===== config.mk =====
export PLATFORM = sky130hd
export DESIGN_NAME = tick_timer
export DESIGN_NICKNAME = d
export VERILOG_FILES = /design/src/rtl/tick_timer_pkg.sv /design/src/rtl/tick_timer_ctrl.sv /design/src/rtl/tick_timer_datapath.sv /design/src/rtl/tick_timer.sv
export SDC_FILE = /design/constraint.sdc
export NUM_CORES = 1
export LEC_CHECK = 0
export BUFFER_PORTS_ARGS = -buffer_cell sky130_fd_sc_hd__buf_2
export CAP_MARGIN = 20
export CORE_ASPECT_RATIO = 1.2
export CORE_UTILIZATION = 45
export DETAILED_ROUTE_END_ITERATION = 10
export GPL_TIMING_DRIVEN = 0
export PLACE_DENSITY = 0.66
export SLEW_MARGIN = 20
export SYNTH_ARGS = -nofsm -noshare
export SYNTH_HDL_FRONTEND = slang
export SYNTH_SLANG_ARGS = --single-unit
export TNS_END_PERCENT = 10

===== constraint.sdc =====
create_clock -name clk -period 1.9 [get_ports clk]
set_input_delay 0.38 -clock clk [delete_from_list [all_inputs] [get_ports clk]]
set_output_delay 0.38 -clock clk [all_outputs]
set_load 0.1 [all_outputs]

===== src/rtl/tick_timer_pkg.sv =====
package tick_timer_pkg;
  localparam int DATA_W = 8;
  localparam int DIV_W  = 16;
  localparam int SEL_W  = 3;

  typedef struct packed {
    logic              divClear;
    logic              countLoad;
    logic              moduloLoad;
    logic              ctrlLoad;
    logic [DATA_W-1:0] data;
  } regStrobe_t;

  // mask of divider bits that must be zero for a counter step
  function automatic logic [DIV_W-1:0] periodMask(input logic [1:0] sel);
    logic [DIV_W-1:0] m;
    case (sel)
      2'b00:   m = DIV_W'(1023);
      2'b01:   m = DIV_W'(15);
      2'b10:   m = DIV_W'(63);
      default: m = DIV_W'(255);
    endcase
    return m;
  endfunction
endpackage


===== src/rtl/tick_timer_ctrl.sv =====
module tick_timer_ctrl
  import tick_timer_pkg::*;
#(
  parameter int ADDR_W  = 8,
  parameter int DIV_OFS = 4,
  parameter int CNT_OFS = 5,
  parameter int MOD_OFS = 6,
  parameter int CTL_OFS = 7
) (
  input  logic              clk,
  input  logic              rst,
  input  logic [ADDR_W-1:0] addr,
  input  logic              wrEn,
  input  logic [DATA_W-1:0] wrData,
  input  logic [DATA_W-1:0] divHigh,
  input  logic [DATA_W-1:0] count,
  input  logic [DATA_W-1:0] modulo,
  input  logic [SEL_W-1:0]  ctrlReg,
  output regStrobe_t        strobe,
  output logic [DATA_W-1:0] rdData
);
  localparam int PAD_W = DATA_W - SEL_W;

  logic hitDiv, hitCnt, hitMod, hitCtl;

  always_comb begin
    hitDiv = (addr == ADDR_W'(DIV_OFS));
    hitCnt = (addr == ADDR_W'(CNT_OFS));
    hitMod = (addr == ADDR_W'(MOD_OFS));
    hitCtl = (addr == ADDR_W'(CTL_OFS));
  end

  always_comb begin
    strobe.divClear   = wrEn && hitDiv;
    strobe.countLoad  = wrEn && hitCnt;
    strobe.moduloLoad = wrEn && hitMod;
    strobe.ctrlLoad   = wrEn && hitCtl;
    strobe.data       = wrData;
  end

  always_comb begin
    if (hitDiv)      rdData = divHigh;
    else if (hitCnt) rdData = count;
    else if (hitMod) rdData = modulo;
    else if (hitCtl) rdData = {{PAD_W{1'b1}}, ctrlReg};
    else             rdData = '1;
  end


  strobe_onehot_chk: assert property (@(posedge clk) disable iff (rst)
    $onehot0({strobe.divClear, strobe.countLoad, strobe.moduloLoad, strobe.ctrlLoad}))
    else $error("strobe_onehot_chk");
endmodule


===== src/rtl/tick_timer_datapath.sv =====
module tick_timer_datapath
  import tick_timer_pkg::*;
(
  input  logic              clk,
  input  logic              rst,
  input  logic              tick,
  input  regStrobe_t        strobe,
  output logic [DIV_W-1:0]  divCount,
  output logic [DATA_W-1:0] count,
  output logic [DATA_W-1:0] modulo,
  output logic [SEL_W-1:0]  ctrlReg,
  output logic              irq
);
  localparam logic [DATA_W-1:0] CNT_MAX = '1;

  logic [DIV_W-1:0] divNext;
  logic             stepHit;
  logic             stepCnt;

  always_comb begin
    divNext = divCount + DIV_W'(1);
    stepHit = ((divNext & periodMask(ctrlReg[1:0])) == '0);
    stepCnt = tick && ctrlReg[2] && !strobe.divClear && stepHit;
  end

  always_ff @(posedge clk) begin
    if (rst)                  divCount <= '0;
    else if (strobe.divClear) divCount <= '0;
    else if (tick)            divCount <= divNext;
  end

  always_ff @(posedge clk) begin
    if (rst) begin
      modulo  <= '0;
      ctrlReg <= '0;
    end else begin
      if (strobe.moduloLoad) modulo  <= strobe.data;
      if (strobe.ctrlLoad)   ctrlReg <= strobe.data[SEL_W-1:0];
    end
  end

  always_ff @(posedge clk) begin
    if (rst) begin
      count <= '0;
      irq   <= 1'b0;
    end else if (strobe.countLoad) begin
      count <= strobe.data;
      irq   <= 1'b0;
    end else if (stepCnt && count == CNT_MAX) begin
      count <= modulo;
      irq   <= 1'b1;
    end else begin
      if (stepCnt) count <= count + DATA_W'(1);
      irq <= 1'b0;
    end
  end


  div_adv_chk: assert property (@(posedge clk) disable iff (rst)
    (tick && !strobe.divClear) |=> divCount == $past(divCount) + DIV_W'(1))
    else $error("div_adv_chk");


  div_clr_chk: assert property (@(posedge clk) disable iff (rst)
    strobe.divClear |=> divCount == '0)
    else $error("div_clr_chk");


  count_hold_chk: assert property (@(posedge clk) disable iff (rst)
    (!ctrlReg[2] && !strobe.countLoad) |=> $stable(count))
    else $error("count_hold_chk");


  irq_pulse_chk: assert property (@(posedge clk) disable iff (rst)
    irq |=> !irq)
    else $error("irq_pulse_chk");


  reload_val_chk: assert property (@(posedge clk) disable iff (rst)
    irq |-> count == $past(modulo))
    else $error("reload_val_chk");
endmodule


===== src/rtl/tick_timer.sv =====
module tick_timer
  import tick_timer_pkg::*;
#(
  parameter int ADDR_W  = 8,
  parameter int DIV_OFS = 4,
  parameter int CNT_OFS = 5,
  parameter int MOD_OFS = 6,
  parameter int CTL_OFS = 7
) (
  input  logic              clk,
  input  logic              rst,
  input  logic              tick,
  input  logic [ADDR_W-1:0] addr,
  input  logic              wrEn,
  input  logic [DATA_W-1:0] wrData,
  output logic [DATA_W-1:0] rdData,
  output logic              timerIrq
);
  regStrobe_t        strobe;
  logic [DIV_W-1:0]  divCount;
  logic [DATA_W-1:0] count;
  logic [DATA_W-1:0] modulo;
  logic [SEL_W-1:0]  ctrlReg;

  tick_timer_ctrl #(
    .ADDR_W(ADDR_W), .DIV_OFS(DIV_OFS), .CNT_OFS(CNT_OFS),
    .MOD_OFS(MOD_OFS), .CTL_OFS(CTL_OFS)
  ) u_ctrl (
    .clk(clk), .rst(rst), .addr(addr), .wrEn(wrEn), .wrData(wrData),
    .divHigh(divCount[DIV_W-1 -: DATA_W]), .count(count), .modulo(modulo),
    .ctrlReg(ctrlReg), .strobe(strobe), .rdData(rdData)
  );

  tick_timer_datapath u_dp (
    .clk(clk), .rst(rst), .tick(tick), .strobe(strobe),
    .divCount(divCount), .count(count), .modulo(modulo),
    .ctrlReg(ctrlReg), .irq(timerIrq)
  );
endmodule


==> results of run 1 <==
report_power, final:
part	internal, mW	leakage, nW	switching, mW
combinational	0.0625	0.846	0.0800
clock	0.323	0.0503	0.267
sequential	0.760	0.294	0.00755
kinds of logic (layout without fill, tap and decap cells):
group | count (synthesis) | in the layout | synth area share
DFF | 36 | 36 | 0.313
xor gates and xnor gates | 23 | 23 | 0.0990
muxes | 21 | 21 | 0.110
and+or+nand+nor | 125 | 125 | 0.311
buffers and inverters | 15 | 68 | 0.0364
AOI/OAI and AO/OA | 29 | 29 | 0.108
adders and majority gates | 4 | 4 | 0.0218
how the worst max path moves through the flow:
stage / start / end / slack, ps / depth (start not counted)
final: u_dp.divCount[8] / u_dp.count[3] / -110 / 8
after global routing: u_dp.divCount[8] / u_dp.count[3] / -210 / 8
after CTS: u_dp.divCount[8] / u_dp.count[3] / -130 / 8
after detailed placement: addr[7] / u_dp.count[3] / -500 / 7
after global placement: addr[7] / u_dp.count[3] / -490 / 7
after floorplan: addr[3] / rdData[4] / -110 / 3
cell usage after synthesis (3+ instances only):
cell type   n  share of area
nor3b_1     5          0.016
dfxtp_1    36           0.31
ha_1        4          0.022
mux2i_1    13          0.057
nand3_1    13          0.028
buf_4       3         0.0098
o22ai_1     5          0.014
nand3b_1   10          0.033
nand4_1    10          0.027
or3_1       3         0.0082
o211ai_1    5          0.016
and4_1      3          0.011
mux4_2      3          0.029
clkbuf_1    6         0.0098
or2_2       3         0.0082
mux2_2      5          0.024
xnor2_1     4          0.015
nand2_1    22          0.036
nor2_1     34          0.055
xor2_1     17          0.065
nand2b_1    4          0.011
through the flow:
step	std cells	TNS, ps	worst slack (ps)	area [um2]
2_1_floorplan	253	-946	-106	2350
3_5_place_dp	341	-11680	-496	2570
3_3_place_gp	341	-10270	-489	2570
5_1_grt	366	-1840	-212	2980
4_1_cts	363	-809	-132	2900
6_report	366	-500	-113	2980
timing repair:
action	in CTS	in global routing
pin swaps	10	9
setup endpoints to repair	27	27
gates resized for setup	35	11
buffers inserted	15	3
layer usage:
layer  vias up  wire length, um
met5         -                0
met4         0               40
met3         6              247
met2        49             3110
met1      1006             2600
li1       1016                -
critical path, cell delays in order, from the launching register on:
cell       delay [ps]
dfxtp_2           320
buf_6             100
nand4_1           140
nor3_4            260
xor2_2            140
a2111oi_4         350
buf_4             200
a21oi_1            60
or3_1             340
sequential cells by signal, indices dropped and copies added, names as in the netlist:
signal and count:
u_dp.ctrlReg 3, u_dp.count 8, u_dp.modulo 8, u_dp.irq 1
u_dp.divCount 16
final cells by class:
class	instances	share of cell area
plain buffers	13	0.0315
well taps	60	0.0252
clock buffers	7	0.0323
inverters	2	0.00252
multi-input cells	202	0.541
repair buffers	46	0.122
flip-flops and latches	36	0.246
==> impl_metrics.toml, run 1 <==
[outcome]
status = "complete, but fails checks"
violations = "negative setup slack"

[sta]
hold_slack_ps = 336
drv_slew = 0
setup_slack_ps = -113
relSlewSlack = 0.549
fin_crit_ps = 2010
setup_viol = 13
worst_pin_slew_ps = 677
rsz0062_at_grt = "true"
fin_crit_sh = 1.06
finClkSkew_ps = 4.83
max_freq_mhz = 497
hold_viol = 0

[logic_synthesis]
synth.ff_latch_count = 36
synth_fp_nets = 277
syn_avg_cell_area_um2 = 9.09
synth_top_flop_cell = "dfxtp_1"
yosysSeqAreaShare = 0.313
synthArstFlopShare = 0
synth.distinct_cells = 57
synthesis.instances = 253
yosysWarningCount = 0
netlist_area_um2 = 2300
synth_edf_count = 0

[worst_hold_path]
hold-path-endpoint = "u_dp.modulo[4]"
min_path_type = "primary input to flip-flop"
hp-start = "wrData[4]"
min_path_cells = 3

[layout]
nFillCells = 451
seq_area_um2 = 733
drive_above_1_share = 0.369
finalNetCount = 330
final_common_cell = "nor2_1"
final_cell_mix = "nor2_1, dfxtp_1, buf_4, buf_2"
area_growth_pct = 29.7
multi_input_comb_area_um2 = 1610
post-route-util = 0.604
insertedDiodeCount = 0

[power]
power_mw = 1.50
powerDensity_nw_per_um2 = 503
ir_drop_v = 0.000303
leakage_nw = 1.19

[detailed_routing]
routed_wl_um = 6000
wl_per_cell_um = 16.4
drc = 0
vias = 2077
initialDrtViolationCount = 108
first_pass_iters = 4
viasPerCell = 5.67
ant_nets = 0

[global_routing]
grtUsageMet3 = 0.0497
grt_pass1_wl_um = 9560
met2_usage = 0.412
overflow = 0
grt_busiest_layer = "met2"
grt_start_max_net_pins = 11
antenna_found_initial = 0
grt_usage = 0.241
use_met1 = 0.299
grt_pass1_vias = 1936

[worst_setup_path]
worstPathRequired_ps = 2070
reg2reg_depth = 8
cp-end-kind = "flip-flop"
critPathMaxFanout = 5
rrSetupSlack_ps = -110
arrival_ps = 2190
reg2reg_to = "u_dp.count[3]"
crit_type = "flip-flop to flip-flop"
cp-start-kind = "flip-flop"
r2r-start = "u_dp.divCount[8]"

[floorplanning]
core_um2 = 4940
fp-row-count = 28
io_pins = 29
fp.dieW_um = 67.3
die_h_um = 80.3
initial_core_util = 0.466
die_area_um2 = 5400

[cts]
numClockSinks = 36
htreeDepth = 2
insertion_delay_ps = 290
clk_path_buf_depth = 2
cts_root_buffer = "clkbuf_8"
numCtsBuffers = 5
tritoncts = "yes"
ctsHoldBuffers = 0
cts.clk_slew.worst_paths_ps = 70

[run]
max-cap-violations = 0

[place]
place.gp.congestion = 0.857
io_buffers = 28
hpwl_um = 4230
No activity file was read; power rests on OpenSTA's default activity.
==> inputs of run 2 (changes only) <==
--- a/config.mk
+++ b/config.mk
@@ -12,6 +12,7 @@
 export DETAILED_ROUTE_END_ITERATION = 10
 export GPL_TIMING_DRIVEN = 0
 export PLACE_DENSITY = 0.66
+export SKIP_CTS_REPAIR_TIMING = 1
 export SLEW_MARGIN = 20
 export SYNTH_ARGS = -nofsm -noshare
 export SYNTH_HDL_FRONTEND = slang
==> run 2 against run 1 <==
Sequential power about the same. Clock skew down 1.6 ps. The run still ends with negative setup slack left. Worst hold slack worse by 2.6 ps. Largest power group unchanged. Non-clock buffer count down 2. Sequential share of layout area down 0.062 points. Combinational power about the same. Clock-buffer cell count unchanged. Maximum frequency down 3.5%.
==> impl_metrics.toml, run 2 (synthesized netlist as in run 1, its figures left out) <==
[global_routing]
overflow = 0
antenna_found_initial = 0
grt_start_max_net_pins = 11
grt_pass1_wl_um = 9200
grt_pass1_vias = 1850
grt_usage = 0.231

[detailed_routing]
vias = 2059
wl_per_cell_um = 16.5
initialDrtViolationCount = 131
viasPerCell = 5.64
ant_nets = 0
drc = 0
first_pass_iters = 4
routed_wl_um = 6030

[power]
ir_drop_v = 0.000307
combPwrFrac = 0.096
powerDensity_nw_per_um2 = 502
p_switching_mw = 0.355
p_int_mw = 1.15
seqPwrFrac = 0.510
leakage_nw = 1.19
power_mw = 1.50
power_switching_share = 0.236
clkPwrFrac = 0.394

[floorplanning]
core_um2 = 4940
fp-row-count = 28
die_h_um = 80.3
io_pins = 29
initial_core_util = 0.466
fp.dieW_um = 67.3
die_area_um2 = 5400

[sta]
worst_pin_slew_ps = 682
rsz0062_at_grt = "true"
hold_viol = 0
max_freq_mhz = 480
fin_crit_ps = 2090
fin_crit_sh = 1.10
drv_slew = 0
setup_slack_ps = -185
setup_viol = 21
finClkSkew_ps = 3.26
relSlewSlack = 0.545

[layout]
largest_register_ffs = 16
regMostFlops = "u_dp.divCount"
finalNetCount = 329
nFillCells = 439
final_cell_mix = "nor2_1, dfxtp_1, buf_2, nand2_1, xor2_1"
final_common_cell = "nor2_1"
reg_top3 = "u_dp.divCount: 16 flops, u_dp.count: 8 flops, u_dp.modulo: 8 flops"
insertedDiodeCount = 0
drive_above_1_share = 0.370
area_growth_pct = 30.0

[worst_setup_path]
cp-start-kind = "flip-flop"
critPathMaxFanout = 8
arrival_ps = 2260
worstPathRequired_ps = 2070
cp-end-kind = "flip-flop"
crit_type = "flip-flop to flip-flop"

[cts]
htreeDepth = 2
numClockSinks = 36
insertion_delay_ps = 290
tritoncts = "yes"
clk_path_buf_depth = 2
numCtsBuffers = 5
cts.clk_slew.worst_paths_ps = 70
cts_root_buffer = "clkbuf_8"

[place]
place_ws_ps = -496
place.gp.congestion = 0.857
io_buffers = 28
hpwl_um = 4230

[outcome]
status = "complete, but fails checks"
violations = "negative setup slack"

[worst_hold_path]
min_path_type = "primary input to flip-flop"

[run]
max-cap-violations = 0
[run 2: layout make-up]
class,count,area [um2],area share
multi-input cells,203,1640,0.547
flip-flops and latches,36,733,0.245
repair buffers,44,349,0.117
clock buffers,7,96.3,0.0322
plain buffers,13,92.6,0.0310
well taps,60,75.1,0.0251
inverters,2,7.51,0.00251
[run 2: per-layer routing]
metal	vias to the layer above	wire [um]	share of wire	GRT usage
met2	32	3090	0.51	0.396
met4	0	54	0.0090	0.0596
met5	-	0	0	0
met1	1003	2730	0.45	0.285
met3	6	159	0.026	0.0483
li1	1018	-	-	-
[run 2: worst paths after layout]
kind	cells after the start	start	slack [ps]	to
worst max-delay path	8	u_dp.divCount[0]	-190	u_dp.count[3]
worst min-delay path	3	wrData[4]	330	u_dp.modulo[4]
worst max register to register	8	u_dp.divCount[0]	-190	u_dp.count[3]
worst min register to register	2	u_dp.divCount[1]	530	u_dp.divCount[1]
[run 2: worst max-delay path: stages, from the launching register on]
cell       delay, ps
dfxtp_4          360
buf_4            110
nand3_1          160
nor3_4           240
xor2_2           140
a2111oi_4        390
buf_6            190
a21oi_2           50
or3_1            330
[run 2: power by group through the flow]
stage | Clock, mW | Sequential [mW] | Combinational (mW)
after floorplan | 0 | 0.783 | 0.0758
after global placement | 0 | 0.785 | 0.122
after detailed placement | 0 | 0.785 | 0.124
after CTS | 0.607 | 0.767 | 0.124
after global routing | 0.642 | 0.766 | 0.156
final | 0.591 | 0.765 | 0.144
[run 2: stage by stage]
step	setup TNS [ps]	hold slack (ps)	area [um2]	std cells	util
CTS	-7120	331	2660	348	0.539
detailed placement	-11680	509	2570	341	0.520
global route	-3820	352	2990	365	0.605
finish	-1780	333	2990	365	0.605
floorplan	-946	475	2350	253	-
global placement	-10270	515	2570	341	0.520
==> inputs of run 3 (changes only) <==
--- a/config.mk
+++ b/config.mk
@@ -16,5 +16,6 @@
 export SLEW_MARGIN = 20
 export SYNTH_ARGS = -nofsm -noshare
 export SYNTH_HDL_FRONTEND = slang
+export SYNTH_HIERARCHICAL = 1
 export SYNTH_SLANG_ARGS = --single-unit
 export TNS_END_PERCENT = 10
==> run 3 against run 2 <==
The flow still finishes with violations (negative setup slack). Worst hold slack better by 9.0 ps. Flip-flop and latch count unchanged. Critical path depth up 2. Maximum frequency down 1.8%. Global-route usage down 0.82 points. Largest power group unchanged. Highest routed layer unchanged.
==> impl_metrics.toml, run 3 <==
[outcome]
status = "complete, but fails checks"
violations = "negative setup slack"

[sta]
setup_viol = 24
fin_crit_sh = 1.12
worst_pin_slew_ps = 486
hold_viol = 0
max_freq_mhz = 471
setup_tns_ps = -2950
hold_slack_ps = 342
drv_slew = 0
fin_crit_ps = 2120
rsz0062_at_grt = "true"
setup_slack_ps = -223
finClkSkew_ps = 6.34
relSlewSlack = 0.676

[layout]
regMostFlops = "u_dp/divCount"
final_common_cell = "dfxtp_1"
finalNetCount = 330
final_cell_mix = "dfxtp_1, nor2_1, buf_4, nand2_1, mux2i_1"
drive_above_1_share = 0.319
largest_register_ffs = 16
insertedDiodeCount = 0
reg_top3 = "u_dp/divCount: 16 flops, u_dp/count: 8 flops, u_dp/modulo: 8 flops"
area_growth_pct = 23.4
fin_cells = 367

[worst_setup_path]
worstPathRequired_ps = 2090
reg2reg_depth = 9
r2r-start = "u_dp/divCount[0]"
crit_type = "primary input to flip-flop"
reg2reg_to = "u_dp/count[0]"
rrSetupSlack_ps = -160
arrival_ps = 2320
cp-start-kind = "primary input"
cp-end-kind = "flip-flop"
critPathMaxFanout = 5

[logic_synthesis]
yosysMostFrequentCell = "dfxtp_1"
synth_top_area_cell = "dfxtp_1"
synth_top_flop_cell = "dfxtp_1"
yosysSeqAreaShare = 0.302
synth_edf_count = 0
synthesis.instances = 271
synthSimpleGateAreaFrac = 0.282
synth.top_cell.area_share = 0.302
synthTopCellsByArea = "dfxtp_1, mux2i_1, nor2_1, buf_4, nand2_1"
synth_fa_ha_area_frac = 0.0210
synth_compound_area_frac = 0.165
synth.distinct_cells = 59
synth_fp_nets = 295
netlist_area_um2 = 2380
syn_avg_cell_area_um2 = 8.80
synthMuxAreaShare = 0.111
synth_top_family_by_area = "simple AND/OR/NAND/NOR gates"
synth.ff_latch_count = 36
synthTopCellsByCount = "dfxtp_1, nor2_1, nand2_1"
yosysWarningCount = 6
synth_xor_area_frac = 0.0478
synthArstFlopShare = 0

[cts]
numCtsBuffers = 5
insertion_delay_ps = 290
clk_path_buf_depth = 2
htreeDepth = 2
numClockSinks = 36
cts_root_buffer = "clkbuf_8"
tritoncts = "yes"
cts.clk_slew.worst_paths_ps = 70

[power]
ir_drop_v = 0.000345
powerDensity_nw_per_um2 = 501
power_mw = 1.47
leakage_nw = 1.07

[global_routing]
grt_pass1_vias = 1917
grt_usage = 0.222
grt_pass1_wl_um = 9170
overflow = 0
antenna_found_initial = 0
grt_start_max_net_pins = 11

[place]
place.gp.congestion = 0.827
io_buffers = 19
placed_cells = 350
hpwl_um = 4260

[worst_hold_path]
min_path_type = "primary input to flip-flop"
hp-start = "wrData[4]"
hold-path-endpoint = "u_dp/modulo[4]"
min_path_cells = 3

[detailed_routing]
initialDrtViolationCount = 112
wl_per_cell_um = 16.8
routed_wl_um = 6160
viasPerCell = 5.90
drc = 0
first_pass_iters = 4
ant_nets = 0
vias = 2164

[floorplanning]
die_h_um = 81.7
fp-row-count = 28
initial_core_util = 0.476
core_um2 = 5010
io_pins = 29
die_area_um2 = 5590
fp.dieW_um = 68.4

[run]
max-cap-violations = 0
[run 3: changes by cell type in the layout (fill, tap and decap cells not counted), sizes merged, moves of 5 or more]
cell,change
xor2,-10
o21ai,+9
nand3b,-8
a21oi,+7
nor2,-6
and3,+5
[run 3: logic make-up after synthesis]
kind of cell / count (synthesis)
simple gates: 117
buf+inv: 28
compound gates: 51
fa+ha+maj: 4
flops: 36
mux: 22
xor+xnor: 13
[run 3: routing by layer]
metal,share of wire,global-route usage
met5,0,0
met4,0.018,0.0833
met3,0.035,0.0472
met2,0.48,0.368
met1,0.47,0.278
[run 3: cell type report]
class	count	area (um2)
Multi-Input combinational cell	208	1590
Sequential cell	36	731
Clock buffer	8	90.1
Buffer	23	183
Inverter	4	15.0
Timing Repair Buffer	28	254
Fill cell	469	2070
Tap cell	60	75.1
[run 3: how the worst max path moves through the flow]
stage	from	endpoint	cells past startpoint
2_1_floorplan	addr[3]	u_dp/count[3]	8
3_3_place_gp	addr[3]	u_dp/divCount[5]	9
3_5_place_dp	addr[3]	u_dp/divCount[5]	9
4_1_cts	u_dp/divCount[0]	u_dp/count[0]	7
5_1_grt	addr[6]	u_dp/count[4]	10
6_report	addr[6]	u_dp/count[4]	10
[run 3: power by group]
part	internal (mW)	switching [mW]	total [mW]	leakage [nW]
Combinational	0.0628	0.0780	0.141	0.733
Clock	0.296	0.268	0.564	0.0455
Sequential	0.760	0.00953	0.769	0.293
[run 3: stage by stage]
stage / util / instance area, um2 / setup slack [ps]
3_5_place_dp: 0.516 / 2590 / -712
2_1_floorplan: - / 2420 / -221
3_3_place_gp: 0.516 / 2590 / -653
4_1_cts: 0.534 / 2680 / -427
5_1_grt: 0.587 / 2940 / -280
6_report: 0.587 / 2940 / -223
[run 3: critical path, stage by stage]
cell and delay, ps:
buf_6 90, or4b_4 540, nor3_4 270, buf_6 170, and3_4 200, nor3_4 40
nand4_1 150, buf_6 150, o21ai_2 50, a311oi_1 270
